## config.mk

```make
export PLATFORM = sky130hd
export DESIGN_NAME = restoring_divider
export DESIGN_NICKNAME = d
export VERILOG_FILES = /design/src/rtl/div_pkg.sv /design/src/rtl/div_negate.sv /design/src/rtl/div_step.sv /design/src/rtl/div_ctrl.sv /design/src/rtl/div_datapath.sv /design/src/rtl/div_flags.sv /design/src/rtl/restoring_divider.sv
export SDC_FILE = /design/constraint.sdc
export NUM_CORES = 1
export LEC_CHECK = 0
export ABC_AREA = 0
export BUFFER_PORTS_ARGS = -buffer_cell sky130_fd_sc_hd__clkbuf_2
export CAP_MARGIN = 20
export CORE_MARGIN = 2
export CORE_UTILIZATION = 40
export CTS_CLUSTER_SIZE = 25
export DETAILED_ROUTE_END_ITERATION = 8
export PLACE_DENSITY_LB_ADDON = 0.05
export SLEW_MARGIN = 20
export SYNTH_ARGS = -nofsm -noshare
export SYNTH_HDL_FRONTEND = slang
export SYNTH_SLANG_ARGS = --single-unit
```

## constraint.sdc

```tcl
create_clock -name clk -period 1.9 [get_ports clk]
set_input_delay 0.095 -clock clk [delete_from_list [all_inputs] [get_ports clk]]
set_output_delay 0.095 -clock clk [all_outputs]
set_load 0.02 [all_outputs]
```

## src/rtl/div_pkg.sv

```systemverilog
// Shared constants and types for the restoring divider.
// Assumes the divisor width is a power of two so the step counter wraps cleanly.
package div_pkg;
    localparam int unsigned DIVISOR_W_DEF = 8;

    // Selects what appears on the shared result output.
    typedef enum logic {
        RES_PAIR = 1'b0,
        RES_REM  = 1'b1
    } res_sel_e;
endpackage

```

## src/rtl/div_negate.sv

```systemverilog
// Two's-complement negation of the divisor.
// The carry out of the +1 incrementer is 1 only for a zero input, which
// flags a divide by zero. Purely combinational.
module div_negate #(
    parameter int unsigned DW = 8
) (
    input  logic [DW-1:0] value_i,
    output logic [DW-1:0] neg_o,
    output logic          carry_o
);
    logic [DW:0] full;

    // Invert, then increment; keep the carry out.
    always_comb begin
        full    = {1'b0, ~value_i} + {{DW{1'b0}}, 1'b1};
        neg_o   = full[DW-1:0];
        carry_o = full[DW];
    end
endmodule

```

## src/rtl/div_step.sv

```systemverilog
// One restoring-division step without add-back.
// The shifted partial remainder is one bit wider than the divisor. It is
// added to the negated divisor, sign-extended to that width with a leading 1.
// The carry out means shifted >= divisor: it is the quotient bit, and it
// selects the difference. Otherwise the shifted value passes unchanged.
// Assumes rem_i < divisor and a non-zero divisor.
module div_step #(
    parameter int unsigned DW = 8
) (
    input  logic [DW-1:0] rem_i,
    input  logic          in_bit_i,
    input  logic [DW-1:0] ndiv_i,
    output logic [DW-1:0] rem_o,
    output logic          qbit_o
);
    logic [DW:0]   shifted;
    logic [DW+1:0] sum;

    // Trial subtraction and restoring mux.
    always_comb begin
        shifted = {rem_i, in_bit_i};
        sum     = {1'b0, shifted} + {1'b0, 1'b1, ndiv_i};
        qbit_o  = sum[DW+1];
        rem_o   = qbit_o ? sum[DW-1:0] : shifted[DW-1:0];
    end
endmodule

```

## src/rtl/div_ctrl.sv

```systemverilog
// Sequencer: accepts start requests when idle, runs the step counter, and
// produces the quotient and remainder strobes.
// Assumes QW is a power of two, so loading all ones gives QW steps.
module div_ctrl #(
    parameter int unsigned QW = 16,
    localparam int unsigned CW = $clog2(QW)
) (
    input  logic clk,
    input  logic rst_n,
    input  logic start_i,
    input  logic dvsr_zero_i,
    output logic accept_o,
    output logic go_o,
    output logic dvoe_o,
    output logic rmoe_o
);
    logic [CW-1:0] cnt_q;
    logic          dvoe_q;
    logic          rmoe_q;

    // A request counts only while neither strobe is high.
    always_comb begin
        accept_o = start_i & ~dvoe_q & ~rmoe_q;
        go_o     = accept_o & ~dvsr_zero_i;
    end

    // Step counter and quotient strobe.
    always_ff @(posedge clk) begin
        if (!rst_n) begin
            cnt_q  <= '0;
            dvoe_q <= 1'b0;
        end else if (go_o) begin
            cnt_q  <= '1;
            dvoe_q <= 1'b1;
        end else if (dvoe_q) begin
            cnt_q <= cnt_q - 1'b1;
            if (cnt_q == '0) begin
                dvoe_q <= 1'b0;
            end
        end
    end

    // One-cycle remainder strobe, raised as the quotient strobe drops.
    always_ff @(posedge clk) begin
        if (!rst_n) begin
            rmoe_q <= 1'b0;
        end else begin
            rmoe_q <= dvoe_q & (cnt_q == '0);
        end
    end

    assign dvoe_o = dvoe_q;
    assign rmoe_o = rmoe_q;
endmodule

```

## src/rtl/div_datapath.sv

```systemverilog
// Operand and result registers: negated divisor, partial remainder, and the
// register pair that shifts left while quotient bits enter at bit 0.
// Assumes load_i and step_i are never high together.
module div_datapath #(
    parameter int unsigned DW = 8,
    localparam int unsigned QW = 2 * DW
) (
    input  logic          clk,
    input  logic          rst_n,
    input  logic          load_i,
    input  logic          step_i,
    input  logic [DW-1:0] ndiv_i,
    input  logic [QW-1:0] dividend_i,
    output logic [QW-1:0] pair_o,
    output logic [DW-1:0] rem_o
);
    logic [DW-1:0] ndiv_q;
    logic [DW-1:0] rem_q;
    logic [QW-1:0] pair_q;
    logic [DW-1:0] rem_next;
    logic          qbit;

    div_step #(.DW(DW)) u_step (
        .rem_i   (rem_q),
        .in_bit_i(pair_q[QW-1]),
        .ndiv_i  (ndiv_q),
        .rem_o   (rem_next),
        .qbit_o  (qbit)
    );

    // Capture operands on load; shift one quotient bit per step.
    always_ff @(posedge clk) begin
        if (!rst_n) begin
            ndiv_q <= '0;
            rem_q  <= '0;
            pair_q <= '0;
        end else if (load_i) begin
            ndiv_q <= ndiv_i;
            rem_q  <= '0;
            pair_q <= dividend_i;
        end else if (step_i) begin
            rem_q  <= rem_next;
            pair_q <= {pair_q[QW-2:0], qbit};
        end
    end

    assign pair_o = pair_q;
    assign rem_o  = rem_q;
endmodule

```

## src/rtl/div_flags.sv

```systemverilog
// Flags: overflow is written on every accepted request; zero is written from
// the remainder at the end of the remainder strobe.
module div_flags #(
    parameter int unsigned DW = 8
) (
    input  logic          clk,
    input  logic          rst_n,
    input  logic          accept_i,
    input  logic          dvsr_zero_i,
    input  logic          rmoe_i,
    input  logic [DW-1:0] rem_i,
    output logic          ovf_o,
    output logic          zero_o
);
    // Overflow flag from the negation carry.
    always_ff @(posedge clk) begin
        if (!rst_n) begin
            ovf_o <= 1'b0;
        end else if (accept_i) begin
            ovf_o <= dvsr_zero_i;
        end
    end

    // Zero flag from the final remainder.
    always_ff @(posedge clk) begin
        if (!rst_n) begin
            zero_o <= 1'b0;
        end else if (rmoe_i) begin
            zero_o <= (rem_i == '0);
        end
    end
endmodule

```

## src/rtl/restoring_divider.sv

```systemverilog
// Top level of the sequential unsigned divider: 2*DW-bit dividend, DW-bit
// divisor, one quotient bit per clock, mux restore instead of add-back.
// Quotient and remainder share one result output, selected by the strobes.
// Assumes DW is a power of two.
module restoring_divider
    import div_pkg::*;
#(
    parameter int unsigned DW = DIVISOR_W_DEF,
    localparam int unsigned QW = 2 * DW
) (
    input  logic          clk,
    input  logic          rst_n,
    input  logic          start_i,
    input  logic [DW-1:0] acc_i,
    input  logic [QW-1:0] dividend_i,
    output logic [QW-1:0] pair_o,
    output logic [QW-1:0] result_o,
    output logic          dvoe_o,
    output logic          rmoe_o,
    output logic          ovf_o,
    output logic          zero_o
);
    logic [DW-1:0] ndiv;
    logic          dvsr_zero;
    logic          accept;
    logic          go;
    logic [DW-1:0] rem;
    res_sel_e      sel;

    div_negate #(.DW(DW)) u_neg (
        .value_i(acc_i),
        .neg_o  (ndiv),
        .carry_o(dvsr_zero)
    );

    div_ctrl #(.QW(QW)) u_ctrl (
        .clk        (clk),
        .rst_n      (rst_n),
        .start_i    (start_i),
        .dvsr_zero_i(dvsr_zero),
        .accept_o   (accept),
        .go_o       (go),
        .dvoe_o     (dvoe_o),
        .rmoe_o     (rmoe_o)
    );

    div_datapath #(.DW(DW)) u_dp (
        .clk       (clk),
        .rst_n     (rst_n),
        .load_i    (go),
        .step_i    (dvoe_o),
        .ndiv_i    (ndiv),
        .dividend_i(dividend_i),
        .pair_o    (pair_o),
        .rem_o     (rem)
    );

    div_flags #(.DW(DW)) u_flags (
        .clk        (clk),
        .rst_n      (rst_n),
        .accept_i   (accept),
        .dvsr_zero_i(dvsr_zero),
        .rmoe_i     (rmoe_o),
        .rem_i      (rem),
        .ovf_o      (ovf_o),
        .zero_o     (zero_o)
    );

    // Shared result output: remainder in its strobe cycle, pair otherwise.
    always_comb begin
        sel      = rmoe_o ? RES_REM : RES_PAIR;
        result_o = (sel == RES_REM) ? {{(QW-DW){1'b0}}, rem} : pair_o;
    end
endmodule

```

---- Word level (Yosys, flattened, before mapping) ----
Cells that the tools add are included.
operators by class
  mux-type cells .......................... 10
  bitwise gates (word level) .............. 9
  add/subtract/negate cells ............... 3
  reduce and logical (&&, ||, !) cells .... 4
operator list
  operator               number
  $mux W16               3
  $add A9 B9 Y10         1
  $add A8 B1 Y9 const B  1
  $logic_not A8 Y1       1
  $mux W4                2
  $mux W8                1
  $not A8 Y8             1
  $and A1 B1 Y1          4
  $logic_not A4 Y1       1
  $mux W1                4
  $not A1 Y1             4
  $sub A4 B1 Y4 const B  1
  $reduce_bool A2 Y1     1
  $reduce_or A2 Y1       1
storage, ports and cells
  flip-flop bits (word level) ............. 40
  output and inout bits ................... 36

---- Logic depth before layout (Yosys ltp) ----
Gate-level depths: netlist (run 1).
  depth after elaboration ................. 5
  gate-level depth with buffers ........... 8
  depth with buffers taken out ............ 7

---- Modules after synthesis ----
From an unflattened synthesis (run 1), not the netlist that was laid out.
unflattened totals
  cells, all modules ...................... 242
  area, all modules ....................... 2,555.0 um2
modules (own cells, without submodules)
  module             area each (um2)  sequential area each (um2)  times used  cells each
  div_datapath       1,453.9          640.6                       1           123
  div_step           397.9            0.0                         1           45
  div_ctrl           275.3            120.1                       1           27
  restoring_divider  193.9            0.0                         1           18
  div_negate         138.9            0.0                         1           19
  div_flags          95.1             40.0                        1           10

---- Least setup slack after synthesis (run 1) ----
No wires, ideal clock.
  kind .................................... flip-flop to flip-flop
  start point ............................. reg u_dp.pair_q[15] (netlist: u_dp.pair_o[15])
  end point ............................... reg u_dp.rem_q[6] (netlist: u_dp.rem_o[6])
  cell stages (with the launch flop) ...... 8
  buffers on the path ..................... 0
  library setup time ...................... 0.138 ns
  clock period less this slack ............ 1.985 ns
  arrival time ............................ 1.847 ns
  slack ................................... -0.085 ns
  cell sequence ........................... dfxtp_1 > ha_1 > fa_1 > a211oi_1 > nor2_1 > and3_2 > o31ai_1 > a31oi_1
on the way
  cells in the longest elaborated chain, start to end .. 2
RTL lines
  item                    RTL line            source
  from (decl)             div_datapath.sv:19  logic [QW-1:0] pair_q;
  from (signal assigned)  div_datapath.sv:40  pair_q <= dividend_i;
  from (signal assigned)  div_datapath.sv:43  pair_q <= {pair_q[QW-2:0], qbit};
  $add A9 B9 Y10          div_step.sv:22      sum = {1'b0, shifted} + {1'b0, 1'b1, ndiv_i};
  $mux W8                 div_step.sv:24      rem_o = qbit_o ? sum[DW-1:0] : shifted[DW-1:0];
  to (signal assigned)    div_datapath.sv:42  rem_q <= rem_next;
  to (decl)               div_datapath.sv:18  logic [DW-1:0] rem_q;
Every way passes these cells.
A chain may end at the register's enable or synchronous reset.

---- Final worst setup path (run 1) ----
Same ends and word-level chain as after synthesis.

==> results of run 1 <==
state kept, by name, summed over array words and instances (netlist names):
name / count
u_ctrl.cnt_q: 4
u_ctrl.dvoe_o: 1
u_ctrl.rmoe_o: 1
u_dp.ndiv_q: 8
u_dp.pair_o: 16
u_dp.rem_o: 8
u_flags.ovf_o: 1
u_flags.zero_o: 1
worst max-delay path, cell delays in order, from the launching register on:
cell,delay [ps]
dfxtp_1,340
ha_4,170
fa_2,390
a211oi_4,290
nor2_2,70
and3_4,200
o31ai_4,170
a31oi_1,100
placed cells by master, fill, tap and decap left out, types with 3 or more instances in the layout:
| cell type | n |
|---|---|
| o211ai_1 | 4 |
| clkbuf_8 | 5 |
| nor2_1 | 8 |
| buf_4 | 21 |
| o21a_1 | 6 |
| ha_1 | 7 |
| ha_4 | 3 |
| xor2_1 | 5 |
| clkbuf_2 | 62 |
| nor3_1 | 3 |
| dfxtp_1 | 39 |
| a31oi_1 | 7 |
| xnor2_1 | 6 |
| inv_1 | 9 |
| a21boi_1 | 14 |
| a22oi_1 | 15 |
| a21oi_1 | 5 |
| nand3_1 | 3 |
| nand2_1 | 30 |
| mux2_2 | 8 |
| nor2b_1 | 19 |
| o21ai_0 | 9 |
| mux2i_1 | 8 |
metal layers:
metal,GRT usage,vias to the layer above,wire length (µm)
met1,0.257,998,2730
met5,0,-,0
met3,0.0317,5,258
met2,0.308,54,2820
li1,-,1066,-
met4,0.0458,0,50
path summary, 6_finish.rpt:
path / endpoint / cells after the start / from / slack [ps]
setup / recovery: u_dp.rem_o[6] / 7 / u_dp.pair_o[15] / 30
hold / removal: u_dp.pair_o[8] / 3 / dividend_i[8] / 70
setup reg to reg: u_dp.rem_o[6] / 7 / u_dp.pair_o[15] / 30
hold reg to reg: u_ctrl.rmoe_o / 1 / u_ctrl.cnt_q[3] / 480
cells by family after synthesis:
kind of cell | Yosys count | synth area share
compound gates | 74 | 0.234
xor+xnor | 11 | 0.0417
fa+ha+maj | 11 | 0.0628
buf+inv | 24 | 0.0493
flops | 40 | 0.347
mux | 16 | 0.0736
simple gates | 81 | 0.192
where the power goes:
group	switching (W)	internal (W)
clock network	0.000321	0.000256
logic	0.000357	0.000271
registers	0.0000679	0.000910
total	0.000746	0.00144
repair_timing:
item	in CTS	in global routing
buffers inserted	0	2
endpoints found under the setup margin	1	9
pin swaps	1	7
resized for setup	1	11
Yosys cell counts (2+ instances only):
cell	number
a21boi_0	2
a21boi_1	14
a21oi_1	5
a22oi_1	15
a31oi_1	7
buf_2	4
buf_4	3
clkbuf_1	7
dfxtp_1	40
ha_1	10
inv_1	9
mux2_2	8
mux2i_1	8
nand2_1	30
nand3_1	3
nand4_1	2
nor2_1	9
nor2b_1	19
nor3_1	3
nor3b_1	2
nor4_1	3
o211ai_1	4
o21a_1	7
o21ai_0	9
xnor2_1	6
xor2_1	5
layout make-up:
cell class	instances	area (µm²)
multi-input combinational	193	1480
sequential	40	802
clock inverter	3	18.8
fill	581	2580
clock buffer	5	68.8
inverter	9	33.8
timing repair buffer	83	468
tap	72	90.1
per-stage QoR:
step | std cells | setup WS, ps | TNS [ps]
4_1_cts | 403 | 15.0 | 0
3_5_place_dp | 395 | -10.9 | -10.9
6_report | 405 | 29.4 | 0
3_3_place_gp | 395 | 21.0 | 0
5_1_grt | 405 | -53.0 | -63.7
2_1_floorplan | 257 | 9.99 | 0
==> summary.md, run 1 <==
- finished, final reports clean — result of the run
- 0.188 — global routing usage summed across all routing layers
- 2 — H-tree levels
- 370 — final-stage net count
- dfxtp_1 — most used flip-flop cell after synthesis
- 0.456 mV — highest ir drop seen on vdd
- 5.86 mm — Detailed Route WL
- flop — kind of end point of the critical path
- 0.347 — sequential cell area fraction in the yosys report
- 80.0 µm — Die Y
- 27 — count of standard-cell rows
- 257 — count of mapped cells out of synthesis
- 0 — final number of hold-violating endpoints
- clkbuf_8 — Clock Tree Root
- dfxtp_1 — area leader, netlist
- 4 — number of iterations in the first detailed-routing pass
- 535 MHz — timing-limited maximum frequency
- 0.534 — Layout Utilization
- 0.00554 mm² — Placeable Area
- 0 — count of max-cap constraint violations
- 0 — DR DRC count
- 14.5 µm — detailed-route wire length per cell
- 0.00640 mm² — Die Outline Area
- 0 — Post-CTS Hold Buffers
- 63 — number of placed I/O pins
- 80.0 µm — floorplan die width
- 1.27 nW — leakage power figure
- 28.0% — area added between synthesis and finish
- 0 — number of nets with antenna violations after routing
- 434 ps — slew of the pin with the lowest slew margin
- 0 — final number of setup-violating endpoints
- 0 — number of antenna cells inserted
- 2 — Max clock buf depth
- flop — startpoint class of the critical path
- 62 — number of input and output port buffers inserted
- 2 — critical path fanouts, max
- 295 — number of nets in the synthesized netlist
- 1870 ps — fin crit period
- 0 — final max-slew violation count
- 40 — CTS Sinks
- 0 — number of synthesized flops with an enable pin
- 0.347 — fraction of synthesized cell area taken by the top area cell type
- 2030 ps — critical path data arrival time
- 5.33 ps — skew final
- 40 — #FFs+latches synth
- 0.985 — final critical-path share of the clock period
- reg2reg — Setup CP Type
- 0.417 — starting utilization of the core area
- 0.360 — proportion of layout cells with a drive suffix above 1
- 738 mW/mm² — power density cells
- 4.26 mm — Final HPWL DP
- 0 — Overflow after GRT
- 1949 — vias in the first global route
- 0 — Ys Warns
- 42 — pin count of the biggest net entering global routing
- dfxtp_1 (35%), ha_1 (5.4%), nor2b_1 (5.1%), a22oi_1 (4.9%), nand2_1 (4.9%) — largest cells by area after synthesis
- 0.00278 mm² — standard cell area after detailed placement
- 0.00218 W — overall power consumption
- 63 — count of routing violations after the opening detailed-route iteration
- 9.34 mm — first-pass GRT wire length
- 0.710 — slew margin rel.
- 0 — Synth async-reset ratio
- done — CTS tree
- 0.00296 mm² — final cell area excluding filler cells
- 2060 ps — data required time at the worst endpoint
- 2123 — detailed-route via count
- 0.00231 mm² — summed instance area of the synthesized netlist
- 49 — number of distinct library cell variants in the gate-level netlist after synthesis
- true — unrepaired setup endpoints after global routing
- 66.6 ps — Worst Hold Margin
- 0 — initial antenna violation count
- 5.24 — Via-to-Cell Ratio
- 8.99 µm² — syn avg cell area
- 5 — cts bufs inserted
- 80 ps — clock input transition at the sequential cells of the worst setup and hold paths
- 0.789 — Final GP Congestion
- 290 ps — clock latency reported for the late side of the worst-skew pair
- in2reg — Hold/Removal Path Class
No activity file was read; power rests on OpenSTA's default activity.
==> inputs of run 2 (changes only) <==
==> constraint.sdc (replaced) <==
create_clock -name clk -period 1.7 [get_ports clk]
set_input_delay 0.085 -clock clk [delete_from_list [all_inputs] [get_ports clk]]
set_output_delay 0.085 -clock clk [all_outputs]
set_load 0.02 [all_outputs]
==> summary.md, run 2 (synthesized netlist as in run 1, its figures left out) <==
- 0 — number of antenna cells inserted
- 0.802 — Final GP Congestion
- 0.00554 mm² — Placeable Area
- 0.441 — proportion of layout cells with a drive suffix above 1
- 290 ps — clock latency reported for the late side of the worst-skew pair
- 0 — Bufs and invs on worst path
- 14.5 µm — detailed-route wire length per cell
- -41.5 ps — least setup slack across all paths after layout
- 0 — count of max-cap constraint violations
- 5.15 — Via-to-Cell Ratio
- 0.601 mV — highest ir drop seen on vdd
- 80 ps — clock input transition at the sequential cells of the worst setup and hold paths
- 1870 ps — data required time at the worst endpoint
- 16 — flip-flop count of the largest register after layout
- true — unrepaired setup endpoints after global routing
- 82 — count of routing violations after the opening detailed-route iteration
- 0.742 — slew margin rel.
- 0 — initial antenna violation count
- clkbuf_2 (62), buf_4 (34), nand2_1 (28), dfxtp_1 (28), nor2b_1 (19) — most frequent cells in the layout
- 80.0 µm — floorplan die width
- 5 — cts bufs inserted
- 27 — count of standard-cell rows
- in2reg — Hold/Removal Path Class
- 0 — Overflow after GRT
- 40 — CTS Sinks
- 2 — Max clock buf depth
- negative setup slack — violations in the final reports
- 38.6% — area added between synthesis and finish
- adder cells — kind of cell adding the most delay to the critical path
- reg2reg — Setup CP Type
- flop — kind of end point of the critical path
- 2 — H-tree levels
- 0.197 — global routing usage summed across all routing layers
- 1.36 nW — leakage power figure
- 0.00640 mm² — Die Outline Area
- flop — startpoint class of the critical path
- 63 — number of placed I/O pins
- done — CTS tree
- 5.71 ps — skew final
- 2 — critical path fanouts, max
- 23 — pin count of the biggest net entering global routing
- u_dp.pair_o[14] — end point of the most critical hold path
- u_dp.rem_o[6] — end of the worst register-to-register path
- -59.9 ps — Fin Setup TNS
- complete, but fails checks — result of the run
- 0.417 — starting utilization of the core area
- 360 ps — crit-path max cell delay
- 80.0 µm — Die Y
- 869 mW/mm² — power density cells
- 409 — number of placed cells counting well taps
- 0.00293 mm² — standard cell area after detailed placement
- 4 — number of iterations in the first detailed-routing pass
- 1.02 — final critical-path share of the clock period
- 1740 ps — fin crit period
- 2 — final number of setup-violating endpoints
- clkbuf_2 — most common cell after layout, fill and taps aside
- 0 — Post-CTS Hold Buffers
- 2159 — detailed-route via count
- 0 — final max-slew violation count
- 0 — final number of hold-violating endpoints
- dividend_i[14] — launch instance of the worst min-delay path
- 7 — R2R cell count
- 62 — number of input and output port buffers inserted
- 0.00320 mm² — final cell area excluding filler cells
- 419 — count of placed standard cells in the final layout, fillers left out
- 0.00278 W — overall power consumption
- clkbuf_8 — Clock Tree Root
- 4.42 mm — Final HPWL DP
- 385 — final-stage net count
- u_dp.ndiv_q[0] — R2R Path Start
- 0 — number of nets with antenna violations after routing
- 574 MHz — timing-limited maximum frequency
- 386 ps — slew of the pin with the lowest slew margin
- 0.578 — Layout Utilization
- 6.07 mm — Detailed Route WL
- ha_4 -> fa_2 -> a211oi_4 -> nor2_2 -> and3_4 -> o31ai_2 -> a31oi_1 — CP Cell Sequence
- 2056 — vias in the first global route
- 0 — DR DRC count
- -40 ps — slack of the worst reg-to-reg path
- 3 — depth of the worst hold-timing path
- 9.74 mm — first-pass GRT wire length
- fa_2 — cell with the largest stage delay on the worst path
- 1910 ps — critical path data arrival time
## run 2: cell count changes in the layout (fill, tap and decap cells not counted), sizes merged
cell,before,now
bufinv,0,2
clkinv,3,0
buf,21,36
## run 2: where the power goes
group | switching, W | internal [W] | leakage (nW)
Clock | 0.000338 | 0.000578 | 0.0642
Sequential | 0.0000771 | 0.00102 | 0.334
Combinational | 0.000420 | 0.000349 | 0.963
Total | 0.000835 | 0.00195 | 1.36
## run 2: final cells by class
cell class,instances,area [µm²]
Fill cell,512,2340
Multi-Input combinational cell,193,1540
Sequential cell,40,816
Timing Repair Buffer,98,597
Tap cell,72,90.1
Clock buffer,5,68.8
Clock inverter,2,60.1
Inverter,9,33.8
## run 2: tightest hold or removal path: cells and delay by family
| kind | cells | cell delay, ps |
|---|---|---|
| AOI/OAI and AO/OA | 2 | 160 |
| buffers and inverters | 1 | 80 |
## run 2: metal layers
metal,up-vias,track usage,part of all wire
met3,10,0.0407,0.034
met4,0,0.0559,0.017
met1,1007,0.275,0.49
met5,-,0,0
met2,43,0.305,0.45
li1,1099,-,-
## run 2: how the worst max path moves through the flow
stage                               start            end  slack, ps  cells past startpoint
after floorplan           u_dp.pair_o[15]  u_dp.rem_o[6]        -40                      7
after global placement      u_dp.rem_o[3]  u_dp.rem_o[5]        -90                      6
after detailed placement    u_dp.rem_o[3]  u_dp.rem_o[5]        -80                      6
after CTS                   u_dp.rem_o[6]  u_dp.rem_o[5]        -40                      6
after global routing       u_dp.ndiv_q[0]  u_dp.rem_o[6]       -100                      7
final                      u_dp.ndiv_q[0]  u_dp.rem_o[6]        -40                      7
## run 2: timing repair
action	in CTS	in global routing
endpoints found under the setup margin	9	9
pin swaps	7	9
resized for setup	11	16
cloned	0	0
buffers inserted	2	1
## run 2: stage by stage
stage	hold WS, ps	setup slack (ps)
after floorplan	235	-42.7
after global placement	357	-90.1
after detailed placement	366	-79.5
after CTS	57.4	-38.2
after global routing	64.7	-98.2
final	60.8	-41.5
